### config.mk
export PLATFORM = sky130hd
export DESIGN_NAME = fom_unit
export DESIGN_NICKNAME = d
export VERILOG_FILES = /design/src/rtl/fom_pkg.sv /design/src/rtl/fom_edge_sense.sv /design/src/rtl/fom_fmt_detect.sv /design/src/rtl/fom_meas_fsm.sv /design/src/rtl/fom_unit.sv
export SDC_FILE = /design/constraint.sdc
export NUM_CORES = 1
export LEC_CHECK = 0
export BUFFER_PORTS_ARGS = -buffer_cell sky130_fd_sc_hd__buf_2
export CAP_MARGIN = 20
export CELL_PAD_IN_SITES_DETAIL_PLACEMENT = 1
export CELL_PAD_IN_SITES_GLOBAL_PLACEMENT = 2
export CORE_ASPECT_RATIO = 0.9
export CORE_MARGIN = 2
export CORE_UTILIZATION = 40
export DETAILED_ROUTE_END_ITERATION = 6
export GPL_TIMING_DRIVEN = 1
export PLACE_DENSITY_LB_ADDON = 0.1
export RECOVER_POWER = 25
export SETUP_SLACK_MARGIN = 0.4
export SYNTH_ARGS = -nofsm -noshare
export SYNTH_HDL_FRONTEND = slang
export SYNTH_HIERARCHICAL = 1
export SYNTH_SLANG_ARGS = --single-unit
### constraint.sdc
create_clock -name clk -period 2.1 [get_ports clk]
set_input_delay 0.21 -clock clk [delete_from_list [all_inputs] [get_ports clk]]
set_output_delay 0.21 -clock clk [all_outputs]
set_load 0.03 [all_outputs]
### src/rtl/fom_pkg.sv
package fom_pkg;

    typedef enum logic [2:0] {
        ST_BLOCKED,
        ST_COUNT_LOW,
        ST_ARMED,
        ST_SYNC,
        ST_MEASURE,
        ST_HOLD,
        ST_DONE
    } meas_state_e;

    typedef enum logic {
        FMT_STBUS = 1'b0,
        FMT_GCI   = 1'b1
    } fp_format_e;

endpackage

### src/rtl/fom_edge_sense.sv
module fom_edge_sense #(
    parameter int   SAMPLE_STAGES = 1,
    parameter logic IDLE_LEVEL    = 1'b1
) (
    input  logic clk,
    input  logic rst_n,
    input  logic din,
    input  logic want_rise,
    output logic hit
);
    logic [SAMPLE_STAGES:0] pipe;
    logic                   cur;
    logic                   prev;

    always_ff @(posedge clk or negedge rst_n) begin
        if (!rst_n) begin
            pipe <= {(SAMPLE_STAGES + 1){IDLE_LEVEL}};
        end else begin
            pipe <= {pipe[SAMPLE_STAGES-1:0], din};
        end
    end

    assign cur  = pipe[SAMPLE_STAGES-1];
    assign prev = pipe[SAMPLE_STAGES];

    // Polarity chosen by the detected frame convention.
    always_comb begin
        if (want_rise) begin
            hit = cur & ~prev;
        end else begin
            hit = ~cur & prev;
        end
    end
endmodule

### src/rtl/fom_fmt_detect.sv
module fom_fmt_detect
    import fom_pkg::*;
#(
    parameter int FRAME_LEN = 1024
) (
    input  logic       clk,
    input  logic       rst_n,
    input  logic       fp_raw,
    output fp_format_e fmt
);
    localparam int WIN_W = $clog2(FRAME_LEN);
    localparam int HI_W  = $clog2(FRAME_LEN + 1);
    localparam logic [WIN_W-1:0] WIN_LAST = WIN_W'(FRAME_LEN - 1);
    localparam logic [HI_W:0]    HALF_REF = (HI_W + 1)'(FRAME_LEN);

    logic             level;
    logic [WIN_W-1:0] win_cnt;
    logic [HI_W-1:0]  hi_cnt;
    logic [HI_W-1:0]  hi_total;
    logic [HI_W:0]    hi_twice;

    assign hi_total = hi_cnt + HI_W'(level);
    assign hi_twice = {hi_total, 1'b0};

    always_ff @(posedge clk or negedge rst_n) begin
        if (!rst_n) begin
            level   <= 1'b1;
            win_cnt <= '0;
            hi_cnt  <= '0;
            fmt     <= FMT_STBUS;
        end else begin
            level <= fp_raw;
            if (win_cnt == WIN_LAST) begin
                win_cnt <= '0;
                hi_cnt  <= '0;
                // Majority idle level decides; a tie keeps the old decision.
                if (hi_twice > HALF_REF) begin
                    fmt <= FMT_STBUS;
                end else if (hi_twice < HALF_REF) begin
                    fmt <= FMT_GCI;
                end
            end else begin
                win_cnt <= win_cnt + 1'b1;
                hi_cnt  <= hi_total;
            end
        end
    end
endmodule

### src/rtl/fom_meas_fsm.sv
module fom_meas_fsm
    import fom_pkg::*;
#(
    parameter int FRAME_LEN = 1024,
    parameter int OFS_W     = 12
) (
    input  logic             clk,
    input  logic             rst_n,
    input  logic             start,
    input  logic             frame_hit,
    input  logic             fe_hit,
    output logic [OFS_W-1:0] offset,
    output logic             done
);
    localparam int CNT_W = OFS_W - 1;
    localparam int LOW_W = $clog2(FRAME_LEN + 1);
    localparam logic [LOW_W-1:0] LOW_FULL  = LOW_W'(FRAME_LEN);
    localparam logic [LOW_W-1:0] LOW_ENUF  = LOW_W'(FRAME_LEN - 1);
    localparam logic [CNT_W-1:0] CNT_MAX   = {CNT_W{1'b1}};
    localparam logic [OFS_W-1:0] MISS_CODE = {1'b1, {CNT_W{1'b0}}};

    meas_state_e      state;
    meas_state_e      nxt;
    logic [LOW_W-1:0] low_cnt;
    logic [CNT_W-1:0] cnt;
    logic             long_low;
    logic             cap_en;
    logic [OFS_W-1:0] cap_val;

    assign long_low = (low_cnt >= LOW_ENUF);

    // State register
    always_ff @(posedge clk or negedge rst_n) begin
        if (!rst_n) begin
            state <= ST_BLOCKED;
        end else begin
            state <= nxt;
        end
    end

    // Next state
    always_comb begin
        nxt = state;
        unique case (state)
            ST_BLOCKED: begin
                if (!start) nxt = ST_COUNT_LOW;
            end
            ST_COUNT_LOW: begin
                if (start) begin
                    nxt = ST_BLOCKED;
                end else if (long_low) begin
                    nxt = ST_ARMED;
                end
            end
            ST_ARMED: begin
                if (start) nxt = ST_SYNC;
            end
            ST_SYNC: begin
                if (!start) begin
                    nxt = ST_COUNT_LOW;
                end else if (frame_hit) begin
                    nxt = fe_hit ? ST_HOLD : ST_MEASURE;
                end
            end
            ST_MEASURE: begin
                if (!start) begin
                    nxt = ST_COUNT_LOW;
                end else if (frame_hit) begin
                    nxt = ST_DONE;
                end else if (fe_hit) begin
                    nxt = ST_HOLD;
                end
            end
            ST_HOLD: begin
                if (!start) begin
                    nxt = ST_COUNT_LOW;
                end else if (frame_hit) begin
                    nxt = ST_DONE;
                end
            end
            ST_DONE: begin
                if (!start) nxt = ST_COUNT_LOW;
            end
            default: nxt = ST_BLOCKED;
        endcase
    end

    // Outputs and capture control
    always_comb begin
        done    = (state == ST_DONE);
        cap_en  = 1'b0;
        cap_val = '0;
        unique case (state)
            ST_SYNC: begin
                if (start && frame_hit && fe_hit) begin
                    cap_en  = 1'b1;
                    cap_val = '0;
                end
            end
            ST_MEASURE: begin
                if (start && fe_hit) begin
                    cap_en  = 1'b1;
                    cap_val = {1'b0, cnt};
                end else if (start && frame_hit) begin
                    cap_en  = 1'b1;
                    cap_val = MISS_CODE;
                end
            end
            default: begin
                cap_en  = 1'b0;
                cap_val = '0;
            end
        endcase
    end

    // Datapath: low-period counter, offset counter, result register
    always_ff @(posedge clk or negedge rst_n) begin
        if (!rst_n) begin
            low_cnt <= '0;
            cnt     <= '0;
            offset  <= '0;
        end else begin
            if (start) begin
                low_cnt <= '0;
            end else if (low_cnt != LOW_FULL) begin
                low_cnt <= low_cnt + 1'b1;
            end

            if (state == ST_SYNC) begin
                cnt <= CNT_W'(1);
            end else if (cnt != CNT_MAX) begin
                cnt <= cnt + 1'b1;
            end

            if (cap_en) begin
                offset <= cap_val;
            end
        end
    end
endmodule

### src/rtl/fom_unit.sv
module fom_unit
    import fom_pkg::*;
#(
    parameter int FRAME_LEN     = 1024,
    parameter int OFS_W         = 12,
    parameter int SAMPLE_STAGES = 1
) (
    input  logic             clk,
    input  logic             rst_n,
    input  logic             fp_in,
    input  logic             fe_in,
    input  logic             start_eval,
    output logic             fmt_gci,
    output logic [OFS_W-1:0] offset,
    output logic             done
);
    fp_format_e fmt;
    logic       want_rise;
    logic       frame_hit;
    logic       fe_hit;

    assign want_rise = (fmt == FMT_GCI);
    assign fmt_gci   = want_rise;

    fom_fmt_detect #(
        .FRAME_LEN(FRAME_LEN)
    ) u_fmt (
        .clk   (clk),
        .rst_n (rst_n),
        .fp_raw(fp_in),
        .fmt   (fmt)
    );

    fom_edge_sense #(
        .SAMPLE_STAGES(SAMPLE_STAGES),
        .IDLE_LEVEL   (1'b1)
    ) u_fp_sense (
        .clk      (clk),
        .rst_n    (rst_n),
        .din      (fp_in),
        .want_rise(want_rise),
        .hit      (frame_hit)
    );

    fom_edge_sense #(
        .SAMPLE_STAGES(SAMPLE_STAGES),
        .IDLE_LEVEL   (1'b1)
    ) u_fe_sense (
        .clk      (clk),
        .rst_n    (rst_n),
        .din      (fe_in),
        .want_rise(want_rise),
        .hit      (fe_hit)
    );

    fom_meas_fsm #(
        .FRAME_LEN(FRAME_LEN),
        .OFS_W    (OFS_W)
    ) u_fsm (
        .clk      (clk),
        .rst_n    (rst_n),
        .start    (start_eval),
        .frame_hit(frame_hit),
        .fe_hit   (fe_hit),
        .offset   (offset),
        .done     (done)
    );
endmodule

* Word-level counts from Yosys, hierarchy flattened
Cells that the tools add are included.
** Operators by class
- Reductions and logical operators :: 10
- Add/sub/neg operators :: 4
- Bitwise operators :: 8
- Order comparisons :: 3
- Mux-type cells :: 30
- Equality and inequality tests :: 15
** Operators by type and width (count)
- two-way mux 11 bit :: 5
- two-way mux 12 bit :: 3
- two-way mux 3 bit :: 11
- adder 11 x 1 -> 11 bit (second input constant) :: 2
- inequality test 11 bit (second input constant) :: 2
- one-hot mux 3 bit (6 select lines) :: 1
- greater-than comparator 12 x 11 -> 1 bit (second input constant) :: 1
- < comparator 12 x 11 -> 1 bit (second input constant) :: 1
- adder 11 x 1 -> 11 bit :: 1
- greater-or-equal comparator 11 x 10 -> 1 bit (second input constant) :: 1
- adder 10 x 1 -> 10 bit (second input constant) :: 1
- == test 10 bit (second input constant) :: 1
- two-way mux 10 bit :: 1
- == test 3 bit (second input constant) :: 3
- inequality test 3 x 2 -> 1 bit (second input constant) :: 3
- two-way mux 1 bit :: 8
- == test 3 x 2 -> 1 bit (second input constant) :: 2
- AND reduction 6 bit :: 1
- nonzero test 2 bit :: 3
- AND 1 bit :: 4
- inequality test 2 bit (second input constant) :: 2
- inequality test 4 x 2 -> 1 bit (second input constant) :: 1
- NOT 1 bit :: 4
- == test 3 x 1 -> 1 bit (second input constant) :: 1
- other kinds (5) :: 7
** Word-level totals
- Logic and storage cells :: 80
- Bits of input ports :: 5
- Register bits :: 64
- Output and inout bits :: 14

* Longest topological paths before layout
- Depth after elaboration :: 7
- Depth in mapped cells :: 7
- Depth with buffers taken out :: 7

* Modules after synthesis
Netlist, hierarchy kept.
** By module, submodules not included
- fom_meas_fsm :: cells an instance 186, sequential area each 925.9 um2, area an instance 1890.6 um2, times used 1
- fom_fmt_detect :: cells an instance 104, sequential area each 576.8 um2, area an instance 1128.6 um2, times used 1
- fom_edge_sense :: cells an instance 5, sequential area each 52.6 um2, area an instance 75.1 um2, times used 2

* Worst setup path before layout
OpenSTA, ideal clock, no wires.
- Path kind :: register -> register
- Start :: reg u_fmt.fmt
- End :: reg u_fsm.state[0]
- Slack :: 0.202 ns
- Setup time :: 0.121 ns
- Stages on the path, launching flop included :: 7
- Data required time :: 1.979 ns
- Data arrival time :: 1.777 ns
- Clock period less this slack :: 1.898 ns
- Path buffers :: 0
- Cells stage by stage :: dfrtp_1 nand3b_1 o21ai_2 o21ai_1 mux4_2 o2bb2ai_2 o22a_1
** Between the ends
- Elaborated cells on any way between the ends :: 12
- Those cells by class :: 3 x eq/ne; 8 x mux; 1 x reduce/logical
** RTL lines
- start, declared :: line fom_fmt_detect.sv:9 : output fp_format_e fmt
- start signal, assigned :: line fom_fmt_detect.sv:30 : fmt <= FMT_STBUS;
- start signal, assigned :: line fom_fmt_detect.sv:38 : fmt <= FMT_STBUS;
- start signal, assigned :: line fom_fmt_detect.sv:40 : fmt <= FMT_GCI;
- two-way mux 1 bit * :: line fom_edge_sense.sv:28 : if (want_rise) begin
- named net frame_hit :: line fom_unit.sv:19 : logic frame_hit;
- two-way mux 3 bit :: line fom_meas_fsm.sv:68 : end else if (frame_hit) begin
- two-way mux 3 bit :: line fom_meas_fsm.sv:66 : if (!start) begin
- one-hot mux 3 bit (6 select lines) :: line fom_meas_fsm.sv:44 : unique case (state)
- end signal, assigned :: line fom_meas_fsm.sv:37 : state <= nxt;
- end, declared :: line fom_meas_fsm.sv:22 : meas_state_e state;
Mark *: on every way through the listed nets, which the timed path passes. The rest lies on a longest branch. The select of a mux whose other input is x is not followed.
A chain may end at the register's enable or synchronous reset.

* Worst setup path in the final report
- Start :: reg u_fp_sense.pipe[0]
- End :: reg u_fsm.state[0]
** Between the ends
- Word-level cells in the longest chain between the ends :: 6
- Elaborated cells on any way between the ends :: 11
- Those cells by class :: 3 x eq/ne; 4 x mux; 3 x bitwise; 1 x reduce/logical
** Ends and longest elaborated chain
- start, declared :: line fom_edge_sense.sv:11 : logic [SAMPLE_STAGES:0] pipe;
- start signal, assigned :: line fom_edge_sense.sv:17 : pipe <= {(SAMPLE_STAGES + 1){IDLE_LEVEL}};
- start signal, assigned :: line fom_edge_sense.sv:19 : pipe <= {pipe[SAMPLE_STAGES-1:0], din};
- NOT 1 bit :: line fom_edge_sense.sv:31 : hit = ~cur & prev;
- AND 1 bit :: line fom_edge_sense.sv:31
- two-way mux 1 bit * :: line fom_edge_sense.sv:28
- named net frame_hit :: line fom_unit.sv:19
- two-way mux 3 bit :: line fom_meas_fsm.sv:68
- two-way mux 3 bit :: line fom_meas_fsm.sv:66
- one-hot mux 3 bit (6 select lines) :: line fom_meas_fsm.sv:44
Mark *: on every way through the listed nets, which the timed path passes. The rest lies on a longest branch.

==> qor.yml <==
job:
  cap_viol_max_count: 0
power_and_ir_drop:
  p_sw_frac: 0.2983
  leakage_nw: 1.704
  clock_power_share: 0.348
  pwr-share-comb: 0.223
  power_density_nw_per_um2: 968.8
  p_int_mw: 2.622
  netSwitchingPower_mw: 1.114
  vdd_drop_max_v: 0.0003945
  seqPwrFrac: 0.429
drt:
  routed.top_layer: "met4"
  drt_pass1_iterations: 4
  routedWlPerCell_um: 15.68
  wl_met3_um: 137
  dr_wl_met2_um: 3353
  final_antenna_net_count: 0
  post_drt_via_cell_ratio: 5.361
  first_iter_violations: 70
  wl_met1_um: 3355
  num_vias: 2364
  drc: 0
  routed_wl_um: 6917
floorplanning:
  die_w_um: 97.83
  die_height_um: 88.45
  core_area_um2: 7620
  die-area_um2: 8652
  io_pins: 19
  initial_core_util: 0.4159
  rows: 30
clock_network:
  clk-insertion-delay-late_ns: 0.33
  htree_levels: 3
  clk_path_buf_depth: 2
  cts_buffers: 9
  cts_sinks: 64
  path_clk_slew_ns: 0.07
  cts_tree: "done"
  clock-root-buffer: "clkbuf_8"
synthesis:
  synth_edf_count: 0
  synth-adder-area-share: 0.02369
  syn_area_per_cell_um2: 10.56
  syn_inst: 300
  ys_seq_area_frac: 0.5073
  synth_area_um2: 3169
  synth_cell_type_count: 54
  synth_xor_area_frac: 0.08291
  yosys.area_share.simple: 0.2108
  synth_compound_area_frac: 0.1212
  ys_async_sr_fraction: 1.000
  synth_top_family_by_area: "simple AND/OR/NAND/NOR gates"
  yosys_warnings: 6
  synthFlopType: "dfrtp_1"
  synth_fp_nets: 311
  synth_seq_cells: 64
  yosys-mux-area-fraction: 0.02290
placement:
  placed_cell_area_um2: 3405
  dpl_worst_slack_ns: 0.1713
  dp_cells: 408
  dp_hpwl_um: 4609
  place.port_buffers: 18
  place.gp.congestion: 0.7551
hold_path:
  min-delay-start: "start_eval"
  worstHoldPathCells: 3
  min_path_type: "in -> reg"
setup_path:
  ff2ff_path_depth: 6
  worst_setup_path_start_kind: "register"
  cp-end-kind: "register"
  startpoint: "u_fp_sense/pipe[0]"
  cp_max_fo: 5
  path_class: "reg -> reg"
  arrival_ns: 2.09
  required_ns: 2.32
  r2r_start: "u_fp_sense/pipe[0]"
layout:
  finalNonFillerCells: 441
  antennaDiodeCount: 0
  layout_commonest_cell: "dfrtp_1"
  syn_to_final_growth_pct: 21.67
  finalInstanceArea_um2: 3856
  finalNetCount: 351
  drive_gt1_frac: 0.2435
  final_cell_mix: "dfrtp_1 (55), nor2_1 (32), nand2_1 (20)"
timing:
  fin_crit_sh: 0.8889
  fmax_mhz: 535.7
  worst_slack_ns: 0.2333
  maxSlewViolCount: 0
  worst_slew_pin_slew_ns: 0.6177
  tns_ns: 0
  setup_viol_count_final: 0
  finalHoldViolations: 0
  max-slew-margin-rel: 0.5882
  period_minus_slack_ns: 1.867
  fin_worst_skew_ns: 0.007232
  rsz0062_at_grt: "yes"
global_route:
  grt_max_degree: 40
  track_usage: 0.1738
  grt_pass1_vias: 2440
  grt_pass1_wl_um: 11940
  grt_antenna_before_repair: 0
  grt_overflow: 0
outcome:
  status: "complete, no violations"
-- stage by stage --
stage | hold WS [ns] | util | power [mW]
6_report | 0.1608 | 0.5061 | 3.736
5_1_grt | 0.1839 | 0.5061 | 3.951
4_1_cts | 0.1413 | 0.4980 | 3.754
3_5_place_dp | 0.2702 | 0.4468 | 2.358
3_3_place_gp | 0.2707 | 0.4468 | 2.335
2_1_floorplan | -0.08559 | - | 2.138
-- routing by layer --
metal,GRT usage,vias up
met3,0.04028,6
li1,-,1155
met5,0,-
met2,0.2927,18
met4,0.05682,0
met1,0.2252,1185
-- cell families after synthesis --
| family | count (synthesis) |
|---|---|
| compound gates | 49 |
| xor+xnor | 30 |
| fa+ha+maj | 6 |
| buf+inv | 20 |
| flops | 64 |
| mux | 6 |
| simple gates | 125 |
-- path summary, 6_finish.rpt --
path	endpoint	slack [ns]
min in group asynchronous	u_fmt/hi_cnt[7]	0.42
min	u_fsm/state[2]	0.16
min reg2reg	u_fe_sense/pipe[1]	0.38
max in group asynchronous	u_fsm/cnt[0]	1.04
max	u_fsm/state[0]	0.23
max reg2reg	u_fsm/state[0]	0.23
-- what timing repair did --
action	CTS	global route
buffers inserted	11	3
hold endpoints to repair	23	0
setup endpoints to repair	33	36
pin swaps	6	1
gates resized for setup	9	12
hold buffers	3	0
-- flip-flops by register name (all words and copies together) (netlist names) --
signal and cells:
u_fe_sense/pipe 2, u_fmt/fmt 1, u_fmt/hi_cnt 11, u_fmt/level 1, u_fmt/win_cnt 10, u_fp_sense/pipe 2
u_fsm/cnt 11, u_fsm/low_cnt 11, u_fsm/offset 12, u_fsm/state 3
-- synthesized netlist by cell type (3+ instances only) --
library cell | instances | area [µm²]
nor3b_1 | 3 | 22.52
o21ai_0 | 3 | 15.01
ha_1 | 6 | 75.07
and2_1 | 3 | 18.77
xnor2_1 | 18 | 157.7
nand3_1 | 15 | 75.07
a21oi_1 | 10 | 50.05
o21ai_2 | 3 | 26.28
inv_1 | 5 | 18.77
a31o_1 | 4 | 35.03
nor2_1 | 34 | 127.6
clkbuf_1 | 3 | 11.26
buf_2 | 7 | 35.03
and4_1 | 4 | 35.03
dfstp_2 | 5 | 131.4
xor2_1 | 12 | 105.1
nor2b_1 | 7 | 43.79
and3_1 | 7 | 43.79
mux2i_1 | 5 | 50.05
nand3b_1 | 3 | 22.52
nand2_1 | 21 | 78.83
a311oi_1 | 3 | 26.28
nor3_1 | 8 | 40.04
dfrtp_1 | 59 | 1476
nand4_1 | 7 | 43.79
a22o_1 | 11 | 96.34
-- critical path, cell delays in order (launching register included) --
cell       delay, ns
dfstp_1         0.57
nand3b_1        0.14
o21ai_4         0.12
o21ai_2         0.08
mux4_2          0.49
o2bb2ai_2       0.15
o22a_1          0.21
-- cell type report --
type	count	area, µm²
Fill cell	838	3764
Clock buffer	11	141.4
Tap cell	96	120.1
Clock inverter	5	103.9
Multi-Input combinational cell	216	1546
Timing Repair Buffer	43	309.0
Inverter	6	22.52
Sequential cell	64	1613
-- power by group through the flow --
stage                     Sequential [mW]  Clock, mW  Combinational [mW]
final                                1.60       1.30               0.833
after global routing                 1.64       1.39               0.923
after CTS                            1.59       1.36               0.805
after detailed placement             1.61          0               0.744
after global placement               1.61          0               0.724
after floorplan                      1.57          0               0.564
Note: power is estimated with default switching activity, not from simulation.
